[src/rtl/pfo_pkg.sv]
`timescale 1ns/1ps
package pfo_pkg;

   typedef enum logic [1:0] {
      ST_BACKUP  = 2'd0,
      ST_RECOVER = 2'd1,
      ST_ACTIVE  = 2'd2
   } pfo_state_e;

   // Bit positions of the monitor flags inside the synchronizer vector
   localparam int unsigned MON_PFI  = 0;
   localparam int unsigned MON_VCC  = 1;
   localparam int unsigned MON_BATT = 2;
   localparam int unsigned MON_W    = 3;

   // Safe (power-lost) value loaded into every synchronizer stage on reset
   localparam logic [MON_W-1:0] MON_SAFE = 3'b101;

endpackage

[src/rtl/pfo_sync.sv]
`timescale 1ns/1ps
module pfo_sync #(
   parameter int unsigned WIDTH   = 3,
   parameter int unsigned STAGES  = 2,
   parameter logic [WIDTH-1:0] RST_VAL = '0
) (
   input  logic             clk,
   input  logic             rst_n,
   input  logic [WIDTH-1:0] d_i,
   output logic [WIDTH-1:0] q_o
);

   if (STAGES > 8) begin : g_bad_stages
      $error("pfo_sync: STAGES must be 8 or fewer");
   end

   if (STAGES == 0) begin : g_bypass
      assign q_o = d_i;
   end else begin : g_chain
      logic [WIDTH-1:0] chain_q [STAGES];

      always_ff @(posedge clk or negedge rst_n) begin
         if (!rst_n) begin
            for (int i = 0; i < int'(STAGES); i++) chain_q[i] <= RST_VAL;
         end else begin
            chain_q[0] <= d_i;
            for (int i = 1; i < int'(STAGES); i++) chain_q[i] <= chain_q[i-1];
         end
      end

      assign q_o = chain_q[STAGES-1];
   end

endmodule

[src/rtl/pfo_rec_timer.sv]
`timescale 1ns/1ps
module pfo_rec_timer #(
   parameter int unsigned CNT_W      = 16,
   parameter int unsigned REC_CYCLES = 100
) (
   input  logic clk,
   input  logic rst_n,
   input  logic run_i,
   output logic done_o
);

   localparam logic [CNT_W-1:0] LAST = CNT_W'(REC_CYCLES - 1);

   if (REC_CYCLES < 1 || REC_CYCLES > (2 ** CNT_W)) begin : g_bad_len
      $error("pfo_rec_timer: REC_CYCLES must fit in CNT_W bits");
   end

   logic [CNT_W-1:0] cnt_q;
   logic             at_last;

   assign at_last = (cnt_q == LAST);
   assign done_o  = run_i && at_last;

   // Counts only while running; any cycle outside the window clears it
   always_ff @(posedge clk or negedge rst_n) begin
      if (!rst_n)                   cnt_q <= '0;
      else if (run_i && !at_last)   cnt_q <= cnt_q + 1'b1;
      else                          cnt_q <= '0;
   end

   // the count never passes the final window cycle
   a_r3_count_bound: assert property (@(posedge clk) disable iff (!rst_n)
      cnt_q <= LAST);

   // a cycle outside the window leaves the timer at zero (restart)
   a_r5_clear_idle: assert property (@(posedge clk) disable iff (!rst_n)
      !run_i |=> cnt_q == '0);

endmodule

[src/rtl/pfo_fsm.sv]
`timescale 1ns/1ps
module pfo_fsm
   import pfo_pkg::*;
(
   input  logic clk,
   input  logic rst_n,
   input  logic pfi_low_i,
   input  logic power_lost_i,
   input  logic rec_done_i,
   output logic rec_run_o,
   output logic pfo_n_o
);

   pfo_state_e state_q, state_d;
   logic       pfo_q, pfo_d;

   always_comb begin
      state_d = state_q;
      unique case (state_q)
         ST_BACKUP:  if (!power_lost_i) state_d = ST_RECOVER;
         ST_RECOVER: begin
            if (power_lost_i)    state_d = ST_BACKUP;
            else if (rec_done_i) state_d = ST_ACTIVE;
         end
         ST_ACTIVE:  if (power_lost_i) state_d = ST_BACKUP;
         default:    state_d = ST_BACKUP;
      endcase
   end

   always_comb begin
      unique case (state_d)
         ST_RECOVER: pfo_d = 1'b1;
         ST_ACTIVE:  pfo_d = !pfi_low_i;
         default:    pfo_d = 1'b0;
      endcase
   end

   always_ff @(posedge clk or negedge rst_n) begin
      if (!rst_n) begin
         state_q <= ST_BACKUP;
         pfo_q   <= 1'b0;
      end else begin
         state_q <= state_d;
         pfo_q   <= pfo_d;
      end
   end

   assign rec_run_o = (state_q == ST_RECOVER);
   assign pfo_n_o   = pfo_q;

   // lost power seen in a cycle means a low output in the next
   a_r2_lost_low: assert property (@(posedge clk) disable iff (!rst_n)
      power_lost_i |=> !pfo_n_o);

   // the output is high throughout the recovery window
   a_r3_window_high: assert property (@(posedge clk) disable iff (!rst_n)
      rec_run_o |-> pfo_n_o);

   // in the active state the output tracks the comparator
   a_r4_track: assert property (@(posedge clk) disable iff (!rst_n)
      (state_q == ST_ACTIVE && !power_lost_i) |=> pfo_n_o == !$past(pfi_low_i));

   // a loss inside the window aborts straight to backup
   a_r5_abort: assert property (@(posedge clk) disable iff (!rst_n)
      (rec_run_o && power_lost_i) |=> state_q == ST_BACKUP);

   // leaving backup always passes through the recovery window
   a_r3_no_skip: assert property (@(posedge clk) disable iff (!rst_n)
      (state_q == ST_BACKUP) |=> state_q != ST_ACTIVE);

endmodule

[src/rtl/pfo_sequencer.sv]
`timescale 1ns/1ps
module pfo_sequencer
   import pfo_pkg::*;
#(
   parameter int unsigned SYNC_STAGES = 2,
   parameter int unsigned CNT_W       = 16,
   parameter int unsigned REC_CYCLES  = 100
) (
   input  logic clk,
   input  logic rst_n,
   input  logic pfi_low_i,
   input  logic vcc_ok_i,
   input  logic batt_backup_i,
   output logic pfo_n_o
);

   logic [MON_W-1:0] mon_raw, mon_s;
   logic             power_lost, rec_run, rec_done;

   always_comb begin
      mon_raw           = '0;
      mon_raw[MON_PFI]  = pfi_low_i;
      mon_raw[MON_VCC]  = vcc_ok_i;
      mon_raw[MON_BATT] = batt_backup_i;
   end

   pfo_sync #(
      .WIDTH   (MON_W),
      .STAGES  (SYNC_STAGES),
      .RST_VAL (MON_SAFE)
   ) u_sync (
      .clk   (clk),
      .rst_n (rst_n),
      .d_i   (mon_raw),
      .q_o   (mon_s)
   );

   // battery indication alone counts as lost power
   assign power_lost = mon_s[MON_BATT] || !mon_s[MON_VCC];

   pfo_rec_timer #(
      .CNT_W      (CNT_W),
      .REC_CYCLES (REC_CYCLES)
   ) u_timer (
      .clk    (clk),
      .rst_n  (rst_n),
      .run_i  (rec_run),
      .done_o (rec_done)
   );

   pfo_fsm u_fsm (
      .clk          (clk),
      .rst_n        (rst_n),
      .pfi_low_i    (mon_s[MON_PFI]),
      .power_lost_i (power_lost),
      .rec_done_i   (rec_done),
      .rec_run_o    (rec_run),
      .pfo_n_o      (pfo_n_o)
   );

   // the output is low immediately after reset release
   a_r1_reset_low: assert property (@(posedge clk)
      $rose(rst_n) |-> !pfo_n_o);

endmodule

[config.mk]
export PLATFORM = sky130hd
export DESIGN_NAME = pfo_sequencer
export DESIGN_NICKNAME = d
export VERILOG_FILES = /design/src/rtl/pfo_pkg.sv /design/src/rtl/pfo_sync.sv /design/src/rtl/pfo_rec_timer.sv /design/src/rtl/pfo_fsm.sv /design/src/rtl/pfo_sequencer.sv
export SDC_FILE = /design/constraint.sdc
export NUM_CORES = 1
export LEC_CHECK = 0
export BUFFER_PORTS_ARGS = -buffer_cell sky130_fd_sc_hd__buf_2
export CORE_ASPECT_RATIO = 0.75
export CORE_UTILIZATION = 55
export DETAILED_ROUTE_END_ITERATION = 8
export PLACE_DENSITY = 0.77
export SYNTH_ARGS = -nofsm -noshare
export SYNTH_HDL_FRONTEND = slang
export SYNTH_SLANG_ARGS = --single-unit
[constraint.sdc]
create_clock -name clk -period 3.6 [get_ports clk]
set_input_delay 0.18 -clock clk [delete_from_list [all_inputs] [get_ports clk]]
set_output_delay 0.18 -clock clk [all_outputs]
set_load 0.02 [all_outputs]
==> impl_results.md, run 1 <==
- Outcome: complete, no violations
- Fin. max-slew vios: 0
- P_sw: 97.9 uW
- Combinational cell fraction of total power: 0.044
- Starting Density: 0.613
- Final Skew: 3.40 ps
- Io pins: 6
- Worst Path Required: 3830 ps
- Hpwl dp: 1220 um
- Power per standard cell area: 357 nW/um^2
- Non-filler cells, final: 137
- Multi-input logic area: 445 um^2
- Leakage: 0.494 nW
- Row count: 13
- Via-to-Cell Ratio: 5.43
- Placed Area: 1150 um^2
- F_max: 514 MHz
- Area Growth Syn to Fin: 9.29%
- Largest net degree at the start of global routing: 26
- Rel. slew slack: 0.603
- DIE AREA: 2220 um^2
- TritonCTS clock tree: yes
- Detailed Route WL: 1750 um
- Final critical-path required period: 1940 ps
- Port bufs: 5
- Synthesized instance count: 104
- Final-report setup violation count: 0
- Share of cells above drive strength 1: 0.130
- Final Hold Viols: 0
- MaxCap Viol Count: 0
- CTS root buf: clkbuf_4
- Via count of the first global-routing pass: 629
- GR peak layer: met2
- Placed cells: 129
- Final core utilization: 0.670
- First-pass GRT wire length: 2860 um
- Clock buffer depth: 2
- Syn Area/Cell: 10.7 um^2
- Hold WC Path Type: in -> async
- Gp weighted congestion: 0.836
- Met3 usage: 0.0852
- Gr usage total: 0.195
- Congestion Overflow GR: 0
- Cell variety after synth: 23
- Post-CTS resize count: 0
- Setup_tns: 0 ps
- Fin crit share: 0.540
- TritonCTS buffer count: 3
- Critical path, cell by cell: ha_1 > nor4b_1 > and4_1 > a21oi_1 > or2_2 > ha_1 > a21oi_1 > nor2_1
- Ant diodes: 0
- Seq pwr share: 0.667
- Post-route cell area: 1220 um^2
- Yosys top cell by area: dfrtp_1
- CP max stage delay: 440 ps
- Core ar.: 1820 um^2
- Die X: 54.0 um
- Top_reg_cell synth: dfrtp_1
- DR vias: 744
- RSZ-0062 raised after global routing: no
- Synth cell count leaders: 21 x dfrtp_1, 20 x nor2_1, 11 x xnor2_1, 6 x inv_1
- # nets final: 124
- Initial antenna violation count: 0
- Clk_lat worst skew: 320 ps
- Internal Pwr Total: 337 uW
- Synthesis-stage register bit count: 25
- Area contributors post-synth: dfrtp_1 47%, dfstp_2 9.4%, xnor2_1 8.6%
- Number of warnings issued by yosys: 0
- Syn Nets: 112
- Clk pwr share: 0.289
- Net Sw Frac: 0.225
- Wire per inst: 12.8 um
- Post-synthesis sequential area ratio: 0.564
- Least-Margin Pin Slew: 596 ps
- Post-Syn Area: 1120 um^2
- Crit path max fanout: 5
- CP endpoint kind: flop
- Met1 usage: 0.266
- Antenna Violating Nets Remaining: 0
- FF+latch area: 631 um^2
- WS Path Type: reg -> reg
- Critical-path cell with the highest stage delay: dfrtp_1
- Clk sink count: 25
- CP Launch Type: flop
- Drt drc: 0
- Max VDD drop: 0.311 mV
- Synth top area share: 0.470
- Ys async rst share: 1.00
- Htree depth: 1
- Hold WS: 353 ps
- CP arrival: 2170 ps
- Met2 Usage GRT: 0.269
- EDFF count, synth: 0
- Pre-antenna DRT Iters: 4
- Height of the die: 41.0 um
- Initial drt markers: 12
- Most numerous cell in the Yosys netlist: dfrtp_1
- Clock transition at path regs: 130 ps
- Fillers: 150
==> per-stage QoR <==
step	worst slack [ps]	power, mW
global placement	1760	0.311
finish	1660	0.435
CTS	1630	0.441
detailed placement	1660	0.312
floorplan	1810	0.304
global route	1430	0.456
==> per-layer routing <==
layer,part of all wire,routed length [um]
met5,0,0
met4,0.0068,12
met3,0.041,72
met2,0.43,761
met1,0.52,905
==> registers in the layout, summed over array words and instances (netlist names) <==
| register | cells |
|---|---|
| u_fsm.pfo_n_o | 1 |
| u_fsm.state_q | 2 |
| u_sync.g_chain.chain_q | 3 |
| u_sync.q_o | 3 |
| u_timer.cnt_q | 16 |
==> worst max-delay path: cells and delay by family, from the launching register on <==
kind,cells,cell delay [ps]
AOI/OAI and AO/OA,2,190
adders and majority gates,2,410
DFF,1,440
and+or+nand+nor,4,810
==> cells in the final DEF (no fill, tap or decap), types with 3 or more instances in the layout <==
cell type and count:
nand3_1 5, nand2_1 3, clkbuf_4 3, inv_1 6
xor2_1 3, nor3_1 5, dlygate4sd3_1 4, dfrtp_1 21
dfstp_2 4, buf_2 5, nor2_1 20, nand4_1 5
xnor2_1 11, ha_1 3, nor4_1 3
==> area by class of cell <==
type                            count  share of cell area
Clock buffer                        3              0.0184
Clock inverter                      1             0.00615
Inverter                            6              0.0184
Multi-Input combinational cell     71               0.365
Sequential cell                    25               0.516
Tap cell                           22              0.0225
Timing Repair Buffer                9              0.0533
==> power groups by stage <==
stage	logic, mW	clock network, mW	registers [mW]
2_1_floorplan	0.00860	0	0.295
3_3_place_gp	0.0159	0	0.295
3_5_place_dp	0.0162	0	0.296
4_1_cts	0.0196	0.131	0.291
5_1_grt	0.0224	0.143	0.291
6_report	0.0190	0.126	0.291
==> path summary, 6_finish.rpt <==
kind,from,endpoint,slack [ps],depth (start not counted)
min in group clk,u_sync.g_chain.chain_q[3],u_sync.q_o[0],370,0
min,rst_n,u_timer.cnt_q[7],350,2
max,u_timer.cnt_q[0],u_fsm.pfo_n_o,1660,8
max in group asynchronous,rst_n,u_sync.q_o[2],2880,2
min reg2reg,u_sync.g_chain.chain_q[3],u_sync.q_o[0],370,0
max reg2reg,u_timer.cnt_q[0],u_fsm.pfo_n_o,1660,8
==> kinds of logic after synthesis <==
group	share of synthesized area
compound gates	0.0168
xor+xnor	0.110
fa+ha+maj	0.0336
buf+inv	0.0370
simple gates	0.239
flops	0.564
==> repair_timing <==
action,in CTS,in global routing
buffers inserted,0,0
hold buffers,4,0
endpoints found under the hold margin,24,0
Power figures use the tool's default switching activity.
==> run 2, diff against run 1 <==
clock period = 1.8 ns   (was 3.6 ns; I/O delays follow)
==> run 2 against run 1 <==
  * The flow now finishes with violations (negative setup slack)
  * Clock-buffer cell count unchanged
  * Critical path type unchanged
  * First-iteration DRC count increased by 100%
  * Largest cell class unchanged
  * Wire length increased by 23%
  * Sequential share of layout area decreased by 6.5 points
  * Clock power increased by 110%
==> impl_results.md, run 2 (synthesis results as in run 1) <==
- Outcome: finished, violations left (was complete, no violations)
- Failing checks: negative setup slack
- R2R setup slack: -8 ps (was 1660 ps)
- Net Sw Frac: 0.240 (was 0.225)
- DR vias: 814 (was 744)
- Pre-CTS WS: -1.19 ps (was 1660 ps)
- Antenna Violating Nets Remaining: 0 (unchanged)
- Leakage: 0.581 nW (was 0.494 nW)
- Area Growth Syn to Fin: 25.1% (was 9.29%)
- Starting Density: 0.613 (unchanged)
- Htree depth: 1 (unchanged)
- P_sw: 215 uW (was 97.9 uW)
- Cells on worst reg2reg path: 8 (unchanged)
- Setup_tns: -8.21 ps (was 0 ps)
- Clk pwr share: 0.298 (was 0.289)
- Initial drt markers: 24 (was 12)
- Clk_lat worst skew: 340 ps (was 320 ps)
- Core ar.: 1820 um^2 (unchanged)
- Share of cells above drive strength 1: 0.298 (was 0.130)
- Drt drc: 0 (unchanged)
- Final Hold Viols: 0 (unchanged)
- Port bufs: 5 (unchanged)
- MaxCap Viol Count: 0 (unchanged)
- Io pins: 6 (unchanged)
- Final setup margin: -8.21 ps (was 1660 ps)
- Final critical-path required period: 1810 ps (was 1940 ps)
- Initial antenna violation count: 0 (unchanged)
- Height of the die: 41.0 um (unchanged)
- Clock buffer depth: 2 (unchanged)
- RSZ-0062 raised after global routing: yes (was no)
- Final-report setup violation count: 1 (was 0)
- Pre-antenna DRT Iters: 4 (unchanged)
- Die X: 54.0 um (unchanged)
- Clk sink count: 25 (unchanged)
- Row count: 13 (unchanged)
- Worst Path Required: 2030 ps (was 3830 ps)
- CP arrival: 2040 ps (was 2170 ps)
- First-pass GRT wire length: 3400 um (was 2860 um)
- Congestion Overflow GR: 0 (unchanged)
- Commonest non-fill, non-tap cell in the layout: dfrtp_1 (unchanged)
- Wire per inst: 14.1 um (was 12.8 um)
- Max reg flops: 16 (unchanged)
- Least-Margin Pin Slew: 542 ps (was 596 ps)
- Final Skew: 12.6 ps (was 3.40 ps)
- Commonest non-fill, non-tap cells in the layout: 21 x dfrtp_1, 20 x nor2_1, 16 x buf_4 (was 21 x dfrtp_1, 20 x nor2_1, 11 x xnor2_1)
- CP endpoint kind: flop (unchanged)
- Power per standard cell area: 642 nW/um^2 (was 357 nW/um^2)
- Crit path max fanout: 2 (was 5)
- Rel. slew slack: 0.638 (was 0.603)
- Gp weighted congestion: 0.893 (was 0.836)
- WS Path Type: reg -> reg (unchanged)
- CTS root buf: clkbuf_4 (unchanged)
- DIE AREA: 2220 um^2 (unchanged)
- Gr usage total: 0.237 (was 0.195)
- Ant diodes: 0 (unchanged)
- Detailed Route WL: 2160 um (was 1750 um)
- Hpwl dp: 1460 um (was 1220 um)
- Fin. max-slew vios: 0 (unchanged)
- Seq pwr share: 0.646 (was 0.667)
- F_max: 553 MHz (was 514 MHz)
- Biggest register: u_timer.cnt_q (unchanged)
- TritonCTS buffer count: 3 (unchanged)
- Via-to-Cell Ratio: 5.32 (was 5.43)
- Largest net degree at the start of global routing: 26 (unchanged)
- Max VDD drop: 0.630 mV (was 0.311 mV)
- Hold WS: 244 ps (was 353 ps)
- Via count of the first global-routing pass: 766 (was 629)
- # nets final: 140 (was 124)
- Internal Pwr Total: 682 uW (was 337 uW)
- CP Launch Type: flop (unchanged)
- Final Power: 897 uW (was 435 uW)
- Clock transition at path regs: 150 ps (was 130 ps)
- Fin crit share: 1.00 (was 0.540)
- Combinational cell fraction of total power: 0.056 (was 0.044)
- Hold WC Path Type: in -> async (unchanged)
- TritonCTS clock tree: yes (unchanged)
## run 2: cell types whose count changed in the layout (fill, tap and decap cells not counted)
cell,delta
nor4bb_2,+1
ha_1,-3
ha_2,+1
a21oi_2,+2
a21oi_1,-2
nor4b_1,-1
buf_4,+16
nor4b_4,+1
inv_1,-1
ha_4,+2
inv_2,+1
nor4bb_1,-1
## run 2: critical path, cell delays in order (launching register included)
cell and delay [ps]:
dfrtp_1 410, ha_2 190, nor4b_4 120, and4_1 170, buf_4 130, a211o_1 350
ha_4 180, a21oi_2 110, nor2_1 50
## run 2: timing repair
item	in CTS	in global routing
hold buffers	4	0
hold endpoints to repair	24	0
cloned	0	0
setup endpoints to repair	1	1
resized for setup	1	10
buffers inserted	1	0
pin swaps	2	3
## run 2: power by group through the flow
stage	Clock, mW	Sequential (mW)	Combinational [mW]
floorplan	0	0.591	0.0172
global placement	0	0.589	0.0384
detailed placement	0	0.590	0.0395
CTS	0.266	0.579	0.0466
global route	0.293	0.581	0.0575
finish	0.267	0.580	0.0500
## run 2: final cells by class
cell class | instances | area [um^2]
flip-flops and latches | 25 | 631
multi-input cells | 71 | 502
fillers | 123 | 424
repair buffers | 25 | 185
well taps | 22 | 27.5
clock buffers | 3 | 22.5
inverters | 6 | 22.5
clock inverters | 1 | 7.51
## run 2: stage by stage
stage / util / instances / area (um^2)
2_1_floorplan: - / 104 / 1120
3_3_place_gp: 0.694 / 144 / 1260
3_5_place_dp: 0.694 / 144 / 1260
4_1_cts: 0.740 / 153 / 1350
5_1_grt: 0.767 / 153 / 1400
6_report: 0.767 / 153 / 1400
## run 2: routing by layer
layer | routed length [um] | GRT usage | up-vias
met5 | 0 | 0 | -
li1 | - | - | 402
met4 | 48 | 0.128 | 0
met2 | 937 | 0.358 | 13
met1 | 1090 | 0.301 | 393
met3 | 84 | 0.0852 | 6
## run 2: worst paths after layout
path                                           start          endpoint
setup / recovery                    u_timer.cnt_q[1]     u_fsm.pfo_n_o
hold / removal                                 rst_n  u_timer.cnt_q[6]
setup reg to reg                    u_timer.cnt_q[1]     u_fsm.pfo_n_o
hold reg to reg            u_sync.g_chain.chain_q[4]     u_sync.q_o[1]
max in group asynchronous                      rst_n     u_sync.q_o[0]
min in group clk           u_sync.g_chain.chain_q[4]     u_sync.q_o[1]
==> run 3, diff against run 2 <==
RECOVER_POWER = 50   (was default)
==> run 3 against run 2 <==
  * The flow still finishes with violations (negative setup slack)
  * First-iteration DRC count unchanged
  * Sequential power about the same
  * Clock power hardly changed
  * Sequential cell count stayed put
  * Die area unchanged
  * Sequential share of layout area is essentially flat
  * Combinational power is essentially flat
  * Clock-buffer cell count unchanged
  * Power about the same
  * Register-to-register slack about the same
  * Worst setup slack stayed put
  * Critical path type unchanged
  * Critical endpoint unchanged
  * Largest cell class unchanged
  * Highest routed layer unchanged
==> impl_results.md, run 3 (synthesis results as in run 1) <==
- Outcome: finished, violations left (unchanged)
- Failing checks: negative setup slack (unchanged)
- Pre-CTS WS: -1.19 ps (unchanged)
- Least-Margin Pin Slew: 1300 ps (was 542 ps)
- Power per standard cell area: 642 nW/um^2 (about the same)
- # nets final: 140 (unchanged)
- Congestion Overflow GR: 0 (unchanged)
- CP Launch Type: flop (unchanged)
- Share of cells above drive strength 1: 0.290 (was 0.298)
- Via-to-Cell Ratio: 5.32 (unchanged)
- Row count: 13 (unchanged)
- Setup_tns: -8.21 ps (unchanged)
- Clock transition at path regs: 150 ps (about the same)
- Final-report setup violation count: 1 (unchanged)
- Fin. max-slew vios: 0 (unchanged)
- Starting Density: 0.613 (unchanged)
- Biggest register: u_timer.cnt_q (unchanged)
- Post-route cell area: 1400 um^2 (about the same)
- Height of the die: 41.0 um (unchanged)
- Commonest non-fill, non-tap cells in the layout: 21 x dfrtp_1, 20 x nor2_1, 16 x buf_4 (unchanged)
- Detailed Route WL: 2160 um (about the same)
- CP arrival: 2040 ps (about the same)
- Antenna Violating Nets Remaining: 0 (unchanged)
- Largest net degree at the start of global routing: 26 (unchanged)
- Wire per inst: 14.1 um (about the same)
- TritonCTS buffer count: 3 (unchanged)
- TritonCTS clock tree: yes (unchanged)
- Clk_lat worst skew: 340 ps (about the same)
- DIE AREA: 2220 um^2 (unchanged)
- Initial antenna violation count: 0 (unchanged)
- Fillers: 122 (was 123)
- Gp weighted congestion: 0.893 (unchanged)
- RSZ-0062 raised after global routing: yes (unchanged)
- Final Skew: 12.6 ps (unchanged)
- CP endpoint kind: flop (unchanged)
- CTS root buf: clkbuf_4 (unchanged)
- Commonest non-fill, non-tap cell in the layout: dfrtp_1 (unchanged)
- Final Hold Viols: 0 (unchanged)
- Final core utilization: 0.766 (was 0.767)
- Pre-antenna DRT Iters: 4 (unchanged)
- Rel. slew slack: 0.133 (was 0.638)
- Hold WS: 367 ps (was 244 ps)
- F_max: 553 MHz (unchanged)
- Clock buffer depth: 2 (unchanged)
- Max VDD drop: 0.630 mV (about the same)
- Clk sink count: 25 (unchanged)
- Core ar.: 1820 um^2 (unchanged)
- WS Path Type: reg -> reg (unchanged)
- Htree depth: 1 (unchanged)
- DR vias: 814 (unchanged)
- Non-filler cells, final: 153 (unchanged)
- Hpwl dp: 1460 um (unchanged)
- Leakage: 0.579 nW (was 0.581 nW)
- Ant diodes: 0 (unchanged)
- Io pins: 6 (unchanged)
- Via count of the first global-routing pass: 766 (unchanged)
- Final critical-path required period: 1810 ps (unchanged)
- Final Power: 896 uW (was 897 uW)
- Port bufs: 5 (unchanged)
- Placed cells: 144 (unchanged)
- Worst Path Required: 2030 ps (about the same)
- Crit path max fanout: 2 (unchanged)
- Area Growth Syn to Fin: 25.0% (was 25.1%)
- First-pass GRT wire length: 3400 um (unchanged)
- Drt drc: 0 (unchanged)
- Hold WC Path Type: reg -> reg (was in -> async)
- Final setup margin: -8.21 ps (unchanged)
- Fin crit share: 1.00 (unchanged)
- MaxCap Viol Count: 0 (unchanged)
- Placed Area: 1260 um^2 (unchanged)
- Initial drt markers: 24 (unchanged)
- Gr usage total: 0.237 (unchanged)
- Die X: 54.0 um (unchanged)
- Max reg flops: 16 (unchanged)
[run 3: timing repair]
item,CTS,global route
hold endpoints to repair,24,0
setup endpoints to repair,1,1
gates resized for setup,1,10
pin swaps,2,3
buffers inserted,1,0
hold buffers,4,0
[run 3: path summary, 6_finish.rpt]
path	from	end	slack (ps)	depth (start not counted)
setup / recovery	u_timer.cnt_q[1]	u_fsm.pfo_n_o	-8	8
hold / removal	u_sync.g_chain.chain_q[4]	u_sync.q_o[1]	370	0
setup reg to reg	u_timer.cnt_q[1]	u_fsm.pfo_n_o	-8	8
hold reg to reg	u_sync.g_chain.chain_q[4]	u_sync.q_o[1]	370	0
max in group asynchronous	rst_n	u_fsm.state_q[1]	490	2
min in group asynchronous	rst_n	u_timer.cnt_q[6]	540	2
[run 3: metal layers]
metal	track usage	vias to the layer above	part of all wire
li1	-	402	-
met1	0.301	393	0.50
met2	0.358	13	0.43
met3	0.0852	6	0.039
met4	0.128	0	0.022
met5	0	-	0
[run 3: worst max-delay path, cell delays in order (launching register included)]
cell and delay [ps]:
dfrtp_1 410, ha_2 190, nor4b_4 120, and4_1 170, buf_4 130, a211o_1 350, ha_4 180, a21oi_2 110
nor2_1 50
[run 3: power breakdown]
part	switching [mW]	internal (mW)	total [mW]
combinational	0.0295	0.0203	0.0497
clock	0.182	0.0853	0.267
sequential	0.00370	0.576	0.580
total	0.215	0.681	0.896
[run 3: area by class of cell]
cell class	instances	area, um^2	share of cell area
sequential	25	631	0.452
multi-input combinational	71	502	0.359
timing repair buffer	25	184	0.132
tap	22	27.5	0.0197
clock buffer	3	22.5	0.0161
inverter	6	22.5	0.0161
clock inverter	1	7.51	0.00538
